`config.mk`:
```
export PLATFORM = sky130hd
export DESIGN_NAME = strobe_reg_slave
export DESIGN_NICKNAME = d
export VERILOG_FILES = /design/src/rtl/srs_pkg.sv /design/src/rtl/srs_sync_edge.sv /design/src/rtl/srs_frame.sv /design/src/rtl/srs_regbank.sv /design/src/rtl/srs_readout.sv /design/src/rtl/strobe_reg_slave.sv
export SDC_FILE = /design/constraint.sdc
export NUM_CORES = 1
export LEC_CHECK = 0
export ABC_AREA = 1
export BUFFER_PORTS_ARGS = -buffer_cell sky130_fd_sc_hd__buf_2
export CORE_MARGIN = 8
export CORE_UTILIZATION = 40
export DETAILED_ROUTE_END_ITERATION = 7
export MAX_ROUTING_LAYER = met4
export SETUP_SLACK_MARGIN = 0.5
export SYNTH_ARGS = -nofsm -noshare
export SYNTH_HDL_FRONTEND = slang
export SYNTH_SLANG_ARGS = --single-unit
```
`constraint.sdc`:
```
create_clock -name clk -period 1.6 [get_ports clk]
set_input_delay 0.32 -clock clk [delete_from_list [all_inputs] [get_ports clk]]
set_output_delay 0.32 -clock clk [all_outputs]
set_load 0.05 [all_outputs]
```
`src/rtl/srs_pkg.sv`:
```
package srs_pkg;
   typedef enum logic {
      SRS_CMD_READ  = 1'b0,
      SRS_CMD_WRITE = 1'b1
   } srs_cmd_e;

   function automatic logic srs_addr_hit(input logic [7:0] a, input logic [7:0] b);
      return a == b;
   endfunction
endpackage

```
`src/rtl/srs_sync_edge.sv`:
```
module srs_sync_edge #(
   parameter int STAGES = 2
) (
   input  logic clk,
   input  logic rst_n,
   input  logic sclk_raw,
   input  logic din_raw,
   input  logic stb_n_raw,
   output logic din_s,
   output logic stb_n_s,
   output logic sclk_rise,
   output logic sclk_fall
);
   localparam int NSIG = 3;
   localparam logic [NSIG-1:0] IDLE = 3'b100; // strobe idles high

   logic [NSIG-1:0] raw;
   logic [NSIG-1:0] chain [STAGES];
   logic            sclk_d_q;

   assign raw = {stb_n_raw, din_raw, sclk_raw};

   for (genvar s = 0; s < STAGES; s++) begin : g_stage
      if (s == 0) begin : g_first
         always_ff @(posedge clk or negedge rst_n) begin
            if (!rst_n) chain[0] <= IDLE;
            else        chain[0] <= raw;
         end
      end else begin : g_next
         always_ff @(posedge clk or negedge rst_n) begin
            if (!rst_n) chain[s] <= IDLE;
            else        chain[s] <= chain[s-1];
         end
      end
   end

   always_ff @(posedge clk or negedge rst_n) begin
      if (!rst_n) sclk_d_q <= 1'b0;
      else        sclk_d_q <= chain[STAGES-1][0];
   end

   assign din_s     = chain[STAGES-1][1];
   assign stb_n_s   = chain[STAGES-1][2];
   assign sclk_rise = chain[STAGES-1][0] & ~sclk_d_q;
   assign sclk_fall = ~chain[STAGES-1][0] & sclk_d_q;

   assert_edges_apart_R2: assert property (@(posedge clk) disable iff (!rst_n)
      sclk_rise |=> !sclk_rise);
endmodule

```
`src/rtl/srs_frame.sv`:
```
module srs_frame
   import srs_pkg::*;
#(
   parameter int ADDR_W = 8,
   parameter int DATA_W = 32
) (
   input  logic              clk,
   input  logic              rst_n,
   input  logic              din_s,
   input  logic              stb_n_s,
   input  logic              sclk_rise,
   output logic              cmd_v,
   output srs_cmd_e          cmd_kind,
   output logic [ADDR_W-1:0] cmd_addr,
   output logic [DATA_W-1:0] cmd_data
);
   localparam int SHW = ADDR_W + DATA_W;

   logic [SHW-1:0] sh_q;

   always_ff @(posedge clk or negedge rst_n) begin
      if (!rst_n) begin
         sh_q     <= '0;
         cmd_v    <= 1'b0;
         cmd_kind <= SRS_CMD_READ;
         cmd_addr <= '0;
         cmd_data <= '0;
      end else begin
         cmd_v <= 1'b0;
         if (sclk_rise) begin
            if (!stb_n_s) begin
               cmd_v    <= 1'b1;
               cmd_kind <= srs_cmd_e'(din_s);
               cmd_addr <= sh_q[ADDR_W-1:0];
               cmd_data <= sh_q[SHW-1:ADDR_W];
            end else begin
               sh_q <= {sh_q[SHW-2:0], din_s};
            end
         end
      end
   end

   assert_cmd_single_R1: assert property (@(posedge clk) disable iff (!rst_n)
      cmd_v |=> !cmd_v);
endmodule

```
`src/rtl/srs_regbank.sv`:
```
module srs_regbank
   import srs_pkg::*;
#(
   parameter int              ADDR_W    = 8,
   parameter int              DATA_W    = 32,
   parameter logic [ADDR_W-1:0] A_MODE  = 8'h00,
   parameter logic [ADDR_W-1:0] A_MUX   = 8'h02,
   parameter logic [ADDR_W-1:0] A_SW    = 8'h08,
   parameter logic [ADDR_W-1:0] A_RST   = 8'h80,
   parameter logic [ADDR_W-1:0] A_VER   = 8'hFF,
   parameter logic [DATA_W-1:0] VERSION = 32'h0001_0203
) (
   input  logic              clk,
   input  logic              rst_n,
   input  logic              cmd_v,
   input  srs_cmd_e          cmd_kind,
   input  logic [ADDR_W-1:0] cmd_addr,
   input  logic [DATA_W-1:0] cmd_data,
   input  logic [DATA_W-1:0] switch_i,
   output logic [DATA_W-1:0] rd_data,
   output logic [DATA_W-1:0] mode_q,
   output logic [DATA_W-1:0] mux_q,
   output logic              rst_req_q
);
   logic [DATA_W-1:0] rstv_q;
   logic              wr;

   assign wr = cmd_v && (cmd_kind == SRS_CMD_WRITE);

   always_ff @(posedge clk or negedge rst_n) begin
      if (!rst_n) begin
         mode_q    <= '0;
         mux_q     <= '0;
         rstv_q    <= '0;
         rst_req_q <= 1'b0;
      end else begin
         rst_req_q <= 1'b0;
         if (wr) begin
            unique case (cmd_addr)
               A_MODE: mode_q <= cmd_data;
               A_MUX:  mux_q  <= cmd_data;
               A_RST: begin
                  rstv_q    <= cmd_data;
                  rst_req_q <= cmd_data[0];
               end
               default: ;
            endcase
         end
      end
   end

   always_comb begin
      rd_data = '0;
      if (cmd_addr == A_MODE) rd_data = mode_q;
      if (cmd_addr == A_MUX)  rd_data = mux_q;
      if (cmd_addr == A_SW)   rd_data = switch_i;
      if (cmd_addr == A_RST)  rd_data = rstv_q;
      if (cmd_addr == A_VER)  rd_data = VERSION;
   end

   assert_pulse_one_R7: assert property (@(posedge clk) disable iff (!rst_n)
      rst_req_q |=> !rst_req_q);
   assert_pulse_bit_R7: assert property (@(posedge clk) disable iff (!rst_n)
      rst_req_q |-> rstv_q[0]);
endmodule

```
`src/rtl/srs_readout.sv`:
```
module srs_readout
   import srs_pkg::*;
#(
   parameter int DATA_W = 32
) (
   input  logic              clk,
   input  logic              rst_n,
   input  logic              cmd_v,
   input  srs_cmd_e          cmd_kind,
   input  logic [DATA_W-1:0] rd_data,
   input  logic              sclk_fall,
   output logic              dout
);
   logic [DATA_W-1:0] hold_q, out_q;
   logic              pend_q;

   always_ff @(posedge clk or negedge rst_n) begin
      if (!rst_n) begin
         hold_q <= '0;
         out_q  <= '0;
         pend_q <= 1'b0;
      end else begin
         if (cmd_v && cmd_kind == SRS_CMD_READ) begin
            hold_q <= rd_data;
            pend_q <= 1'b1;
         end
         if (sclk_fall) begin
            if (pend_q) begin
               out_q  <= hold_q;
               pend_q <= 1'b0;
            end else begin
               out_q <= {out_q[DATA_W-2:0], 1'b0};
            end
         end
      end
   end

   assign dout = out_q[DATA_W-1];

   assert_dout_hold_R2: assert property (@(posedge clk) disable iff (!rst_n)
      !sclk_fall |=> $stable(dout));
endmodule

```
`src/rtl/strobe_reg_slave.sv`:
```
module strobe_reg_slave
   import srs_pkg::*;
#(
   parameter int                ADDR_W      = 8,
   parameter int                DATA_W      = 32,
   parameter int                SYNC_STAGES = 2,
   parameter logic [ADDR_W-1:0] A_MODE      = 8'h00,
   parameter logic [ADDR_W-1:0] A_MUX       = 8'h02,
   parameter logic [ADDR_W-1:0] A_SW        = 8'h08,
   parameter logic [ADDR_W-1:0] A_RST       = 8'h80,
   parameter logic [ADDR_W-1:0] A_VER       = 8'hFF,
   parameter logic [DATA_W-1:0] VERSION     = 32'hC0DE_0107
) (
   input  logic              clk,
   input  logic              rst_n,
   input  logic              ser_clk_i,
   input  logic              ser_din_i,
   input  logic              ser_stb_n_i,
   output logic              ser_dout_o,
   input  logic [DATA_W-1:0] switch_i,
   output logic [DATA_W-1:0] mode_o,
   output logic [DATA_W-1:0] mux_o,
   output logic              rst_req_o
);
   if (SYNC_STAGES < 2) begin : g_bad_sync
      $error("SYNC_STAGES must be at least 2");
   end
   if (ADDR_W < 1 || DATA_W < 2) begin : g_bad_width
      $error("ADDR_W must be >= 1 and DATA_W >= 2");
   end
   if (A_MODE == A_MUX || A_MODE == A_SW || A_MODE == A_RST || A_MODE == A_VER ||
       A_MUX == A_SW || A_MUX == A_RST || A_MUX == A_VER ||
       A_SW == A_RST || A_SW == A_VER || A_RST == A_VER) begin : g_bad_map
      $error("register addresses must be distinct");
   end

   logic              din_s, stb_n_s, sclk_rise, sclk_fall;
   logic              cmd_v;
   srs_cmd_e          cmd_kind;
   logic [ADDR_W-1:0] cmd_addr;
   logic [DATA_W-1:0] cmd_data, rd_data;

   srs_sync_edge #(.STAGES(SYNC_STAGES)) u_sync (
      .clk(clk), .rst_n(rst_n),
      .sclk_raw(ser_clk_i), .din_raw(ser_din_i), .stb_n_raw(ser_stb_n_i),
      .din_s(din_s), .stb_n_s(stb_n_s), .sclk_rise(sclk_rise), .sclk_fall(sclk_fall));

   srs_frame #(.ADDR_W(ADDR_W), .DATA_W(DATA_W)) u_frame (
      .clk(clk), .rst_n(rst_n), .din_s(din_s), .stb_n_s(stb_n_s),
      .sclk_rise(sclk_rise), .cmd_v(cmd_v), .cmd_kind(cmd_kind),
      .cmd_addr(cmd_addr), .cmd_data(cmd_data));

   srs_regbank #(.ADDR_W(ADDR_W), .DATA_W(DATA_W), .A_MODE(A_MODE), .A_MUX(A_MUX),
                 .A_SW(A_SW), .A_RST(A_RST), .A_VER(A_VER), .VERSION(VERSION)) u_regs (
      .clk(clk), .rst_n(rst_n), .cmd_v(cmd_v), .cmd_kind(cmd_kind),
      .cmd_addr(cmd_addr), .cmd_data(cmd_data), .switch_i(switch_i),
      .rd_data(rd_data), .mode_q(mode_o), .mux_q(mux_o), .rst_req_q(rst_req_o));

   srs_readout #(.DATA_W(DATA_W)) u_out (
      .clk(clk), .rst_n(rst_n), .cmd_v(cmd_v), .cmd_kind(cmd_kind),
      .rd_data(rd_data), .sclk_fall(sclk_fall), .dout(ser_dout_o));

   assert_mode_hold_R9: assert property (@(posedge clk) disable iff (!rst_n)
      !cmd_v |=> $stable(mode_o));
   assert_mux_hold_R9: assert property (@(posedge clk) disable iff (!rst_n)
      !cmd_v |=> $stable(mux_o));
   assert_no_req_on_read_R7: assert property (@(posedge clk) disable iff (!rst_n)
      (cmd_v && cmd_kind == SRS_CMD_READ) |=> !rst_req_o);
endmodule

```
## Word-level counts from Yosys, hierarchy flattened

Index checks and enable logic that the tools add are counted.

- Logic and storage cells: 46
- Output and inout port bits: 66
- Bits of input ports: 37
- Flip-flop bits (word level): 251

- Reductions and logical operators: 8
- Muxes and demuxes: 13
- Equality and inequality tests: 4
- Bitwise logic cells: 6

Operators by type and width:

| cell | count |
|---|---|
| 32-bit two-way mux | 6 |
| 8-bit equality test, second input constant | 2 |
| 2-bit AND reduction | 5 |
| 8-bit by 2-bit equality test with 1-bit output, second input constant | 1 |
| 8-bit by 4-bit equality test with 1-bit output, second input constant | 1 |
| 8-bit zero test | 1 |
| 1-bit two-way mux | 7 |
| 1-bit NOT | 4 |
| 1-bit AND | 2 |
| 1-bit logical AND | 2 |

## Logic depth before layout (Yosys ltp)

- Depth in word-level cells: 6
- Gate-level depth with buffers: 9
- Mapped depth without buffers: 8

## Hierarchy

Synthesis repeated with hierarchy kept, for this count alone.

- Cells, all modules: 1,407
- Area, all modules: 11,486.0 um2

Modules (own cells, without submodules):

| module | seq. area each (um2) | area an instance (um2) | times used | cells each |
|---|---|---|---|---|
| srs_regbank | 2,427.3 | 4,929.7 | 1 | 631 |
| srs_frame | 2,052.0 | 3,235.6 | 1 | 355 |
| srs_readout | 1,626.6 | 3,128.0 | 1 | 410 |
| srs_sync_edge | 177.7 | 192.7 | 1 | 11 |

## Least setup slack after synthesis

OpenSTA, ideal clock, no wires.

- Kind: register -> register
- From: register u_frame.cmd_addr[3]
- To: register u_regs.mode_q[23]
- Data required time: 1.480 ns
- Setup time: 0.120 ns
- Buffers on the path: 1
- Stages on the path, launching flop included: 8
- Arrival time: 1.296 ns
- Period minus slack after synthesis: 1.416 ns
- Setup slack: 0.184 ns
- Cells stage by stage: dfrtp_1 -> nor2_4 -> nand2_4 -> nor2_4 -> nand2_4 -> buf_6 -> nand2_1 -> o21ai_2

- Longest elaborated chain between the ends: 2

Ends and longest elaborated chain:

| item | line | text |
|---|---|---|
| from (decl) | srs_frame.sv:14 | `output logic [ADDR_W-1:0] cmd_addr,` |
| from (signal assigned) | srs_frame.sv:34 | `cmd_addr <= sh_q[ADDR_W-1:0];` |
| 8-bit zero test | srs_regbank.sv:39 | `unique case (cmd_addr)` |
| 2-bit AND reduction (no source line) | -- |  |
| to (signal assigned) | srs_regbank.sv:40 | `A_MODE: mode_q <= cmd_data;` |
| to (decl) | srs_regbank.sv:21 | `output logic [DATA_W-1:0] mode_q,` |

Every way passes these cells.
A chain may end at the register's enable or synchronous reset.

## Worst setup path in the final report

- From: register u_frame.cmd_addr[3]
- To: register u_regs.mode_q[10]

The elaborated chain is that of the path after synthesis.

==> metrics.md <==
| Metric | Value |
|---|---|
| Status | `complete, no violations` |
| Synth top cells by count | `nand2_1, dfrtp_1, o21ai_0` |
| Core box area | `26,700 µm²` |
| CTS tree | `yes` |
| Clk pwr share | `31.0%` |
| Syn avg cell area | `8.60 µm²` |
| Final WL | `31,700 µm` |
| Setup crit end kind | `flip-flop` |
| Final net count | `1,494` |
| Largest net degree at the start of global routing | `66` |
| Int Power | `14.5 mW` |
| CP startpoint kind | `flip-flop` |
| # diodes | `0` |
| CP Class | `reg2reg` |
| DR iter-0 viols | `858` |
| Initial antenna violation count | `0` |
| Max Slew Vio Count | `0` |
| Pin slew with the least headroom to its limit | `0.353 ns` |
| Synthesis-to-layout area growth | `36.6%` |
| Initial core utilization | `40.4%` |
| CP max-delay cell | `dfrtp_2` |
| Biggest cell delay along the critical path | `0.44 ns` |
| Routed vias | `around 9,000` |
| GRT overflow | `0` |
| H-Tree Depth | `1` |
| Syn Nets | `1,293` |
| Clk root buf | `clkbuf_16` |
| Combinational share of power | `29.3%` |
| Cell variety after synth | `21` |
| DRC Markers | `0` |
| Clock tree sinks | `251` |
| Rows | `60` |
| Wirelength per Cell | `between 15 and 20 µm` |
| Worst EP arrival | `1.98 ns` |
| Io pins | `103` |
| Sw frac | `33.5%` |
| Synth top area share | `57.7%` |
| Die width | `180 µm` |
| Critical-path cell list | `nor2_4 > nand2_4 > nor2_4 > buf_12 > nand2_4 > clkbuf_16 > o21ai_1` |
| Layout cells sized above 1 | `27.6%` |
| Final Power | `21.9 mW` |
| Buf+Inv Stages, Crit Path | `2` |
| CTS max path bufs | `3` |
| First-pass GRT wire length | `46,900 µm` |
| HPWL after DPL | `19,300 µm` |
| Routed vias/inst | `4.97` |
| Final Util | `a little under three fifths` |
| Global-route usage over all layers | `between 10% and 20%` |
| P_leak | `between 7 and 8 nW` |
| Endpoints failing hold | `0` |
| IO Port Bufs | `102` |
| Flop pwr share | `39.7%` |
| Routability congestion estimate | `0.873` |
| 1st-pass router iterations | `5` |
| Setup violations, final | `0` |
| Synth area leaders | `dfrtp_1, nand2_1, o21ai_0, inv_1, o21ai_1` |
| Crit path max-delay family | `simple AND/OR/NAND/NOR gates` |
| Cell Pwr Density | `1480 nW/µm²` |
| Ys async rst share | `100%` |
| Max-Cap Viols | `0` |
| Fin crit period | `1.54 ns` |
| Worst EP required | `2.04 ns` |
| Vias in the first global route | `8,578` |
| HP Class | `in2reg` |
| Die Y-Extent | `180 µm` |
| Die Footprint | `between 30,000 and 40,000 µm²` |
| Worst skew pair latency | `0.53 ns` |
| Clk slew on worst S/H paths | `0.06 ns` |
| Max IR drop VDD | `between 0.6 and 0.7 mV` |
| Fin crit share | `between 90% and 100%` |
| Achievable Freq | `about 650 MHz` |
| Leading area contributor after synthesis | `dfrtp_1` |
| Ys flop type | `dfrtp_1` |
| Post-synth EDFFs | `0` |
| Max-slew headroom | `between 70% and 80%` |
| Synth Cell Area | `approximately 11,000 µm²` |
| Synthesized instance count | `1,256` |
| CP max FO | `15` |
| CTS Buf Count | `27` |
| Sequential area share after synthesis | `58.2%` |
| FF+latch count, synth | `251` |
| Net switching power | `7.33 mW` |
| Top-count cell post-synth | `nand2_1` |
| RSZ-0062 raised after global routing | `yes` |
| Setup Skew | `0.0124 ns` |
| DRT antenna net count | `0` |
| Ys Warns | `0` |
-- cells by family (layout without fill, tap and decap cells) --
family / after synthesis / in the layout / synth area share [%]
and+or+nand+nor: 523 / 523 / 19.3
AOI/OAI and AO/OA: 286 / 286 / 14.3
muxes: 1 / 1 / 0.104
DFF: 251 / 251 / 58.2
buffers and inverters: 195 / 416 / 8.10
-- placed cells by master (no fill, tap or decap), drive strengths merged --
master       netlist  routed
buf               46     228
nand2            404     404
nor2              73      73
dfstp              2       2
a21oi             47      47
inv              123     124
bufinv             0       6
o21ai            237     237
clkbuf            26      48
clkinv             0       5
mux2               1       1
bufbuf             0       1
dfrtp            249     249
dlygate4sd3        0       4
o21a               2       2
nand3             46      46
-- repair_timing --
action | CTS | global route
endpoints found under the setup margin | 308 | 309
endpoints found under the hold margin | 252 | 0
resized for setup | 165 | 86
pin swaps | 2 | 32
buffers inserted | 53 | 28
gates cloned | 2 | 14
hold buffers | 4 | 0
-- layout make-up --
| type | instances | area (µm²) |
|---|---|---|
| timing repair buffer | 244 | 2650 |
| multi-input combinational | 810 | 3950 |
| clock buffer | 37 | 753 |
| clock inverter | 12 | 214 |
| fill | 2347 | 12000 |
| sequential | 251 | 6290 |
| inverter | 123 | 469 |
| tap | 341 | 427 |
-- path summary, 6_finish.rpt --
kind | slack (ns) | startpoint | cells after the start | to
setup / recovery | 0.06 | u_frame.cmd_addr[3]$_DFFE_PN0P_ | 7 | u_regs.mode_q[10]$_DFFE_PN0P_
hold / removal | 0.13 | switch_i[12] | 5 | u_out.hold_q[12]$_DFFE_PN0P_
setup reg to reg | 0.06 | u_frame.cmd_addr[3]$_DFFE_PN0P_ | 7 | u_regs.mode_q[10]$_DFFE_PN0P_
hold reg to reg | 0.35 | u_sync.chain[3]$_DFF_PN0_ | 0 | u_sync.chain[0]$_DFF_PN0_
max in group asynchronous | 0.74 | rst_n | 3 | u_sync.stb_n_s$_DFF_PN1_
min in group asynchronous | 0.23 | rst_n | 2 | u_out.out_q[11]$_DFFE_PN0P_
-- routing by layer --
| layer | vias up | part of all wire [%] | track usage [%] |
|---|---|---|---|
| li1 | 4382 | - | - |
| met1 | 4382 | 43 | 23.8 |
| met2 | 209 | 49 | 28.7 |
| met3 | 64 | 4.6 | 3.08 |
| met4 | 0 | 3.0 | 5.59 |
| met5 | - | 0 | - |
-- registers in the layout, summed over array words and instances (netlist names) --
signal,flops
u_sync.chain,4
u_sync.din_s,1
u_sync.sclk_d_q,1
u_regs.rst_req_q,1
u_frame.cmd_data,32
u_frame.cmd_kind,1
u_frame.sh_q,40
u_out.out_q,32
u_frame.cmd_v,1
u_out.pend_q,1
u_sync.stb_n_s,1
u_regs.mux_q,32
u_regs.mode_q,32
u_frame.cmd_addr,8
u_regs.rstv_q,32
u_out.hold_q,32
-- per-stage QoR --
stage	std cells	hold WS (ns)	worst slack (ns)	area (µm²)	TNS, ns
final	1818	0.134	0.0566	14800	0
after floorplan	1256	0.0244	0.217	11000	0
after detailed placement	1668	0.180	0.00888	12000	0
after global placement	1668	0.178	0.00837	12000	0
after CTS	1776	0.132	0.108	13900	0
after global routing	1818	0.155	-0.0156	14800	-0.0284
-- worst reg2reg max path: stages (launching register included) --
cell	delay [ns]
dfrtp_2	0.44
nor2_4	0.15
nand2_4	0.10
nor2_4	0.11
buf_12	0.16
nand2_4	0.11
clkbuf_16	0.23
o21ai_1	0.15
-- power by group through the flow --
stage / Sequential [mW] / Clock (mW) / Combinational, mW
2_1_floorplan: 9.53 / 0 / 2.45
3_3_place_gp: 8.74 / 0 / 4.78
3_5_place_dp: 8.77 / 0 / 4.86
4_1_cts: 8.66 / 6.90 / 5.74
5_1_grt: 8.84 / 7.16 / 6.98
6_report: 8.69 / 6.77 / 6.40
No activity file was read; power rests on OpenSTA's default activity.
